### src/rtl/lbus_rx_to_stream.sv
module lbus_rx_to_stream #(
  parameter int DATA_BYTES = 64,
  parameter int CHAN_W     = 8,
  localparam int DATA_W    = DATA_BYTES * 8,
  localparam int EMPTY_W   = $clog2(DATA_BYTES)
) (
  input  logic               clk,
  input  logic               rst,
  input  logic               in_en,
  input  logic               in_sop,
  input  logic               in_eop,
  input  logic               in_err,
  input  logic [EMPTY_W-1:0] in_empty,
  input  logic [CHAN_W-1:0]  in_chan,
  input  logic [DATA_W-1:0]  in_data,
  output logic               m_tvalid,
  output logic [DATA_W-1:0]  m_tdata,
  output logic [DATA_BYTES-1:0] m_tkeep,
  output logic               m_tlast,
  output logic               m_tuser,
  output logic [CHAN_W-1:0]  m_tdest,
  output logic               proto_violation
);

  logic              in_pkt;
  logic [CHAN_W-1:0] open_chan;
  logic [DATA_BYTES-1:0] last_keep;
  logic orphan, dup_sop, chan_jump;

  assign last_keep = {DATA_BYTES{1'b1}} << in_empty;
  assign orphan    = in_en & ~in_pkt & ~in_sop;
  assign dup_sop   = in_en &  in_pkt &  in_sop;
  assign chan_jump = in_en &  in_pkt & ~in_sop & (in_chan != open_chan);

  always_ff @(posedge clk) begin
    if (rst) begin
      m_tvalid        <= 1'b0;
      m_tdata         <= '0;
      m_tkeep         <= '0;
      m_tlast         <= 1'b0;
      m_tuser         <= 1'b0;
      m_tdest         <= '0;
      in_pkt          <= 1'b0;
      open_chan       <= '0;
      proto_violation <= 1'b0;
    end else begin
      m_tvalid <= in_en;
      if (in_en) begin
        m_tdata <= in_data;
        m_tkeep <= in_eop ? last_keep : {DATA_BYTES{1'b1}};
        m_tlast <= in_eop;
        m_tuser <= in_eop & in_err;
        m_tdest <= in_chan;
        in_pkt  <= (in_pkt | in_sop) & ~in_eop;
        if (in_sop) open_chan <= in_chan;
      end
      if (orphan | dup_sop | chan_jump) proto_violation <= 1'b1;
    end
  end

  a_r2_valid_follows_en: assert property (@(posedge clk) disable iff (rst)
    in_en |=> m_tvalid);
  a_r3_no_beat_when_idle: assert property (@(posedge clk) disable iff (rst)
    !in_en |=> !m_tvalid);
  a_r3_data_held_when_idle: assert property (@(posedge clk) disable iff (rst)
    !in_en |=> $stable(m_tdata) && $stable(m_tdest));
  a_r4_full_keep_midpacket: assert property (@(posedge clk) disable iff (rst)
    in_en && !in_eop |=> &m_tkeep);
  a_r5_first_lane_kept: assert property (@(posedge clk) disable iff (rst)
    m_tvalid |-> m_tkeep[DATA_BYTES-1]);
  a_r6_user_only_on_last: assert property (@(posedge clk) disable iff (rst)
    m_tvalid && !m_tlast |-> !m_tuser);
  a_r9_restart_flagged: assert property (@(posedge clk) disable iff (rst)
    in_en && in_sop && in_pkt |=> proto_violation);
  a_r11_violation_sticky: assert property (@(posedge clk) disable iff (rst)
    proto_violation |=> proto_violation);

endmodule

### config.mk
export PLATFORM = sky130hd
export DESIGN_NAME = lbus_rx_to_stream
export DESIGN_NICKNAME = d
export VERILOG_FILES = /design/src/rtl/lbus_rx_to_stream.sv
export SDC_FILE = /design/constraint.sdc
export NUM_CORES = 1
export LEC_CHECK = 0
export ABC_AREA = 1
export BUFFER_PORTS_ARGS = -buffer_cell sky130_fd_sc_hd__buf_2
export CAP_MARGIN = 0
export CORE_AREA = 10 10 425 427
export CTS_BUF_LIST = sky130_fd_sc_hd__clkbuf_2
export DETAILED_ROUTE_END_ITERATION = 16
export DIE_AREA = 0 0 435 437
export HOLD_SLACK_MARGIN = 0.03
export PLACE_DENSITY = 0.35
export SLEW_MARGIN = 20
export SYNTH_ARGS = -nofsm -noshare
export SYNTH_HDL_FRONTEND = slang
export SYNTH_SLANG_ARGS = --single-unit
### constraint.sdc
create_clock -name clk -period 1.5 [get_ports clk]
set_clock_uncertainty 0.2 [all_clocks]
set_input_delay 0.15 -clock clk [delete_from_list [all_inputs] [get_ports clk]]
set_output_delay 0.15 -clock clk [all_outputs]
set_load 0.02 [all_outputs]
==> flow_summary.ini, run 1 <==
[status]
outcome = aborted with a tool error
stop_stage = clock tree synthesis (4_1_cts)
firstError = [ERROR RSZ-0060] Max buffer count reached.

[clock_tree]
htree_num_levels = 4
hold_buffers = 1276
root_buffer = clkbuf_2
clock_path_buffers = 3
cts_made_buffers = 182
cts_setup_buffers = 7
cts_resized = 1788
cts.sinks = 597

[yosys]
ys_ff_latch = 597
synth_most_common_cell = nor2_1
syn-num-nets = 3175
netlist_top_cells_count = nor2_1 (1,066), dfxtp_1 (597), o21ai_0 (568), clkbuf_1 (104), nand2_1 (62)
syn_area_um2 = 20900
synthTopCellsByArea = dfxtp_1 (57%), nor2_1 (19%), o21ai_0 (14%), clkbuf_1 (1.9%), buf_4 (1.3%)
synth_cells = 2643
synth_edf_count = 0
yosysTopAreaCell = dfxtp_1
yosysUniqueCellTypes = 30
synth_top_area_share = 0.571
syn_avg_cell_area_um2 = 7.92
ys.flop_type = dfxtp_1
yosysWarnings = 0
async_flop_share = 0
ys_seq_area_frac = 0.571

[floorplan]
die_h_um = 437
ios = 1120
rows = 152
fp.dieW_um = 435
start_util = 0.122

[placement]
dp.final_hpwl_mm = 98.0
gp_congestion = 0.894
port-buffer-count = 1119
dpl_cell_area_um2 = 30300
## stage by stage
stage,cells,worst slack (ns)
floorplan,2643,0.186
global placement,6074,-0.0728
detailed placement,6074,-0.0617
## kinds of logic after synthesis
family                    after synthesis  share of synthesized area
DFF                                   597                      0.571
xor gates and xnor gates                2                   0.000837
and+or+nand+nor                      1150                      0.208
AOI/OAI and AO/OA                     647                      0.159
buffers and inverters                 247                     0.0611
==> run 2: changes to the inputs <==
--- a/config.mk
+++ b/config.mk
@@ -8,12 +8,10 @@
 export ABC_AREA = 1
 export BUFFER_PORTS_ARGS = -buffer_cell sky130_fd_sc_hd__buf_2
 export CAP_MARGIN = 0
-export CORE_AREA = 10 10 425 427
-export CTS_BUF_LIST = sky130_fd_sc_hd__clkbuf_2
+export CORE_AREA = 10 10 424 426
 export DETAILED_ROUTE_END_ITERATION = 16
-export DIE_AREA = 0 0 435 437
-export HOLD_SLACK_MARGIN = 0.03
-export PLACE_DENSITY = 0.35
+export DIE_AREA = 0 0 434 436
+export PLACE_DENSITY_LB_ADDON = 0.15
 export SLEW_MARGIN = 20
 export SYNTH_ARGS = -nofsm -noshare
 export SYNTH_HDL_FRONTEND = slang
==> flow_summary.ini, run 2 <==
[yosys]
syn_area_um2 = 20900
yosysWarnings = 0
synth_top_area_share = 0.571
syn_avg_cell_area_um2 = 7.92
netlist_top_cells_count = nor2_1 (1,066), dfxtp_1 (597), o21ai_0 (568), clkbuf_1 (104), nand2_1 (62)
async_flop_share = 0
ys_ff_latch = 597
ys.flop_type = dfxtp_1
yosysUniqueCellTypes = 30
syn-num-nets = 3175
synth_cells = 2643
ys_seq_area_frac = 0.571
synthTopCellsByArea = dfxtp_1 (57%), nor2_1 (19%), o21ai_0 (14%), clkbuf_1 (1.9%), buf_4 (1.3%)
yosysTopAreaCell = dfxtp_1
synth_most_common_cell = nor2_1
synth_edf_count = 0

[critical_path]
cp_slowest_cell = dfxtp_4
slowest_delay_ns = 0.38
critPathMaxFanout = 2
critPathBufInv = 1
start_kind = flop
cp_cell_sequence = buf_6
path_class = reg2out
end_kind = output port
critical_path.top_delay_family = flip-flops
cp.required_ns = 1.15
arrival_ns = 1.21

[timing]
relSlewSlack = 0.481
worst_pin_slew_ns = 0.779
fin_tns_setup_ns = -2.35
fmax_mhz = 641
rsz0062_at_grt = true
whs_ns = -0.0374
report.final.slew_viol_count = 0
setup_slack_ns = -0.0606
hold_viol = 6
setup_viol = 186
period_share = 1.04
fin_crit_ns = 1.56

[clock_tree]
insertion_delay_ns = 0.69
htree_num_levels = 3
cts_tree = yes
clock_path_buffers = 3
path_clk_slew_ns = 0.06
root_buffer = clkbuf_16
cts.sinks = 597
cts_made_buffers = 81

[floorplan]
fp.dieW_um = 434
rows = 152
core_um2 = 171000
die_h_um = 436
ios = 1120
start_util = 0.122
dieArea_um2 = 189000

[layout]
largest_reg_flops = 512
final_cell_mix = dlygate4sd3_1 (1,114), nor2_1 (1,065), buf_6 (587)
mostFrequentLayoutCell = dlygate4sd3_1
reg.largest.list = m_tdata: 512 flops, m_tkeep: 64 flops
nFillCells = 18400
final_nets = 5523
drive_gt1_frac = 0.410
areaGrowthSynthToFinish_pct = 133
top_register = m_tdata
layout.cells.non_filler = 7302

[grt]
grt_max_degree = 49
gr-total-overflow = 0
grt_util_all_layers = 0.143
use_met1 = 0.153
met2_usage = 0.255
antenna_found_initial = 29
first_global_vias = 29000
gr-max-usage-layer = met2
grt_use_met3 = 0.0508
grt_pass1_wl_mm = 202

[detailed_routing]
first_iter_violations = 1172
dr_total_vias = 26900
drt_pre_antenna_iters = 7
wl_per_cell_um = 19.3
wl_mm = 141
postRouteAntennaNets = 0
drc = 0
routed_via_density = 3.69

[placement]
post-place-ws_ns = -0.0768
dp.final_hpwl_mm = 102
port-buffer-count = 1119
dp_cells = 5998
gp_congestion = 0.824

[worst_hold_path]
holdCritPathClass = in2reg

[status]
failed_checks = hold timing, setup timing
outcome = finished with violations

[flow_run]
cap_violations = 0

[power_and_ir_drop]
irDropWorstVdd_mv = 0.772
p_leak_nw = 21.8
powerDensity_nw_per_um2 = 994
-- run 2: routing by layer --
layer	vias up	share of wire	wire length, µm
li1	13200	-	-
met1	12700	0.38	53200
met2	808	0.51	71500
met3	224	0.078	11000
met4	6	0.038	5400
met5	-	0.00026	36
-- run 2: final cells by class --
cell class,instances,area [µm²],area share
inverter,53,223,0.00456
multi-input combinational,1799,7720,0.158
tap,2233,2790,0.0572
clock buffer,116,2310,0.0473
timing repair buffer,2459,22600,0.463
sequential,597,12700,0.261
clock inverter,31,387,0.00792
antenna,14,35.0,0.000717
-- run 2: through the flow --
step / utilization / instance area (µm²) / power, mW / hold slack, ns
floorplan: - / 20900 / 21.1 / 0.0509
global placement: 0.176 / 30100 / 24.7 / 0.171
detailed placement: 0.176 / 30100 / 24.7 / 0.176
CTS: 0.284 / 48600 / 49.3 / -0.373
global route: 0.286 / 48800 / 50.7 / -0.0755
finish: 0.286 / 48800 / 48.5 / -0.0374
-- run 2: power breakdown --
| part | leakage [nW] | internal, mW | switching (mW) | total, mW |
|---|---|---|---|---|
| combinational | 15.4 | 5.61 | 5.01 | 10.6 |
| clock | 1.32 | 11.7 | 8.21 | 19.9 |
| sequential | 5.14 | 17.2 | 0.836 | 18.1 |
-- run 2: worst paths after layout --
path                                                    from                            to  slack, ns  cells after the start
worst max-delay path               m_tdata[128]$_SDFFE_PP0P_                  m_tdata[128]      -0.06                      1
worst min-delay path                                   in_en      m_tkeep[62]$_SDFFE_PP0P_      -0.04                      5
worst max register to register     m_tdata[279]$_SDFFE_PP0P_     m_tdata[279]$_SDFFE_PP0P_       0.01                      4
worst min register to register  proto_violation$_SDFFE_PP0P_  proto_violation$_SDFFE_PP0P_       0.26                      2
-- run 2: kinds of logic after synthesis --
kind of cell | count (synthesis) | share of synthesized area
XOR/XNOR | 2 | 0.000837
AO/OA/AOI/OAI | 647 | 0.159
buffers and inverters | 247 | 0.0611
AND/OR/NAND/NOR | 1150 | 0.208
flip-flops | 597 | 0.571
-- run 2: repair_timing --
| item | in CTS | in global routing |
|---|---|---|
| endpoints found under the hold margin | 597 | 69 |
| pin swaps | 0 | 1 |
| endpoints found under the setup margin | 588 | 777 |
| buffers inserted | 3 | 12 |
| resized for setup | 1782 | 19 |
| hold buffers | 1123 | 12 |
(Power assumes the default switching activity.)
==> run 3: changes to the inputs <==
--- a/config.mk
+++ b/config.mk
@@ -16,3 +16,4 @@
 export SYNTH_ARGS = -nofsm -noshare
 export SYNTH_HDL_FRONTEND = slang
 export SYNTH_SLANG_ARGS = --single-unit
+export TNS_END_PERCENT = 10
==> flow_summary.ini, run 3 (synthesis results as in run 2) <==
[timing]
worst_pin_slew_ns = 0.788
fin_tns_setup_ns = -2.99
hold_viol = 5
setup_slack_ns = -0.0655
rsz0062_at_grt = true
period_share = 1.04
whs_ns = -0.0409
relSlewSlack = 0.474
fin_crit_ns = 1.57
setup_viol = 211
fmax_mhz = 639
report.final.slew_viol_count = 0

[critical_path]
critPathMaxFanout = 38
end_kind = flop
path_class = in2reg
cp.required_ns = 1.91
start_kind = input pin
arrival_ns = 1.98

[clock_tree]
cts_tree = yes
clock_path_buffers = 3
root_buffer = clkbuf_16
path_clk_slew_ns = 0.06
htree_num_levels = 3
cts_made_buffers = 81
insertion_delay_ns = 0.69
cts.sinks = 597

[detailed_routing]
dr_total_vias = 27000
drt_pre_antenna_iters = 5
wl_mm = 141
postRouteAntennaNets = 0
drc = 0
wl_per_cell_um = 19.4
routed_via_density = 3.70
first_iter_violations = 1230

[layout]
mostFrequentLayoutCell = dlygate4sd3_1
final_nets = 5514
final-seq-area_um2 = 12700
areaGrowthSynthToFinish_pct = 132
layout.cells.non_filler = 7291
drive_gt1_frac = 0.403
post-route-util = 0.284
nFillCells = 18500
reg.largest.list = m_tdata: 512 flops, m_tkeep: 64 flops
top_register = m_tdata
largest_reg_flops = 512
final_cell_mix = dlygate4sd3_1 (1,118), nor2_1 (1,066), o21ai_0 (568)
multi_input_area_um2 = 7720

[floorplan]
ios = 1120
start_util = 0.122
dieArea_um2 = 189000
die_h_um = 436
rows = 152
core_um2 = 171000
fp.dieW_um = 434

[grt]
grt_max_degree = 49
first_global_vias = 28600
antenna_found_initial = 24
gr-total-overflow = 0
grt_pass1_wl_mm = 200
grt_util_all_layers = 0.142

[power_and_ir_drop]
p_leak_nw = 21.7
irDropWorstVdd_mv = 0.781
power_mw = 48.4
powerDensity_nw_per_um2 = 997

[flow_run]
cap_violations = 0

[status]
outcome = finished with violations
failed_checks = hold timing, setup timing

[placement]
dp_cells = 5998
dp.final_hpwl_mm = 102
gp_congestion = 0.824
port-buffer-count = 1119
post-place-ws_ns = -0.0768

[worst_hold_path]
holdCritPathClass = in2reg
## run 3: cell types whose count changed in the layout (fill, tap and decap cells not counted), sizes merged
cell	previous run	this run
buf	1337	1326
dlygate4sd3	1114	1118
diode	14	12
dlymetal6s4s	8	6
## run 3: what timing repair did
item                       in CTS  in global routing
setup buffers                   0                  3
pin swaps                       0                  1
hold endpoints to repair      597                 62
hold buffers                 1126                  8
setup endpoints to repair     588                774
gates resized for setup       944                794
## run 3: power by group
group	switching [mW]	internal (mW)	leakage, nW	total [mW]
logic	5.01	5.53	15.3	10.5
registers	0.819	17.2	5.13	18.0
clock network	8.21	11.7	1.32	19.9
total	14.0	34.4	21.7	48.4
## run 3: critical path, cell delays in order
cell           delay, ns
buf_8               0.16
buf_12              0.22
buf_12              0.23
dlygate4sd3_1       0.85
o21ai_0             0.16
nor2_1              0.11
## run 3: final timing paths
check	from	end	slack (ns)	depth (start not counted)
setup / recovery	in_en	m_tdata[195]$_SDFFE_PP0P_	-0.07	6
setup reg to reg	m_tdata[399]$_SDFFE_PP0P_	m_tdata[399]$_SDFFE_PP0P_	0.05	3
hold reg to reg	proto_violation$_SDFFE_PP0P_	proto_violation$_SDFFE_PP0P_	0.26	2
hold / removal	in_en	m_tkeep[62]$_SDFFE_PP0P_	-0.04	5
## run 3: layout make-up
cell class                      count  share of cell area
Inverter                           53             0.00459
Clock buffer                      116              0.0475
Multi-Input combinational cell   1799               0.159
Antenna cell                       12            0.000618
Sequential cell                   597               0.262
Clock inverter                     31             0.00796
Timing Repair Buffer             2450               0.461
Tap cell                         2233              0.0575
## run 3: metal layers
layer	global-route usage	up-vias	wire, µm
li1	-	13200	-
met1	0.156	12600	54200
met2	0.249	868	70400
met3	0.0478	245	10600
met4	0.0569	2	6080
met5	0	-	16
## run 3: stage by stage
step	hold WS (ns)	area, µm²
final	-0.0409	48600
after global placement	0.171	30100
after CTS	-0.373	46500
after detailed placement	0.176	30100
after floorplan	0.0509	20900
after global routing	-0.0748	48600
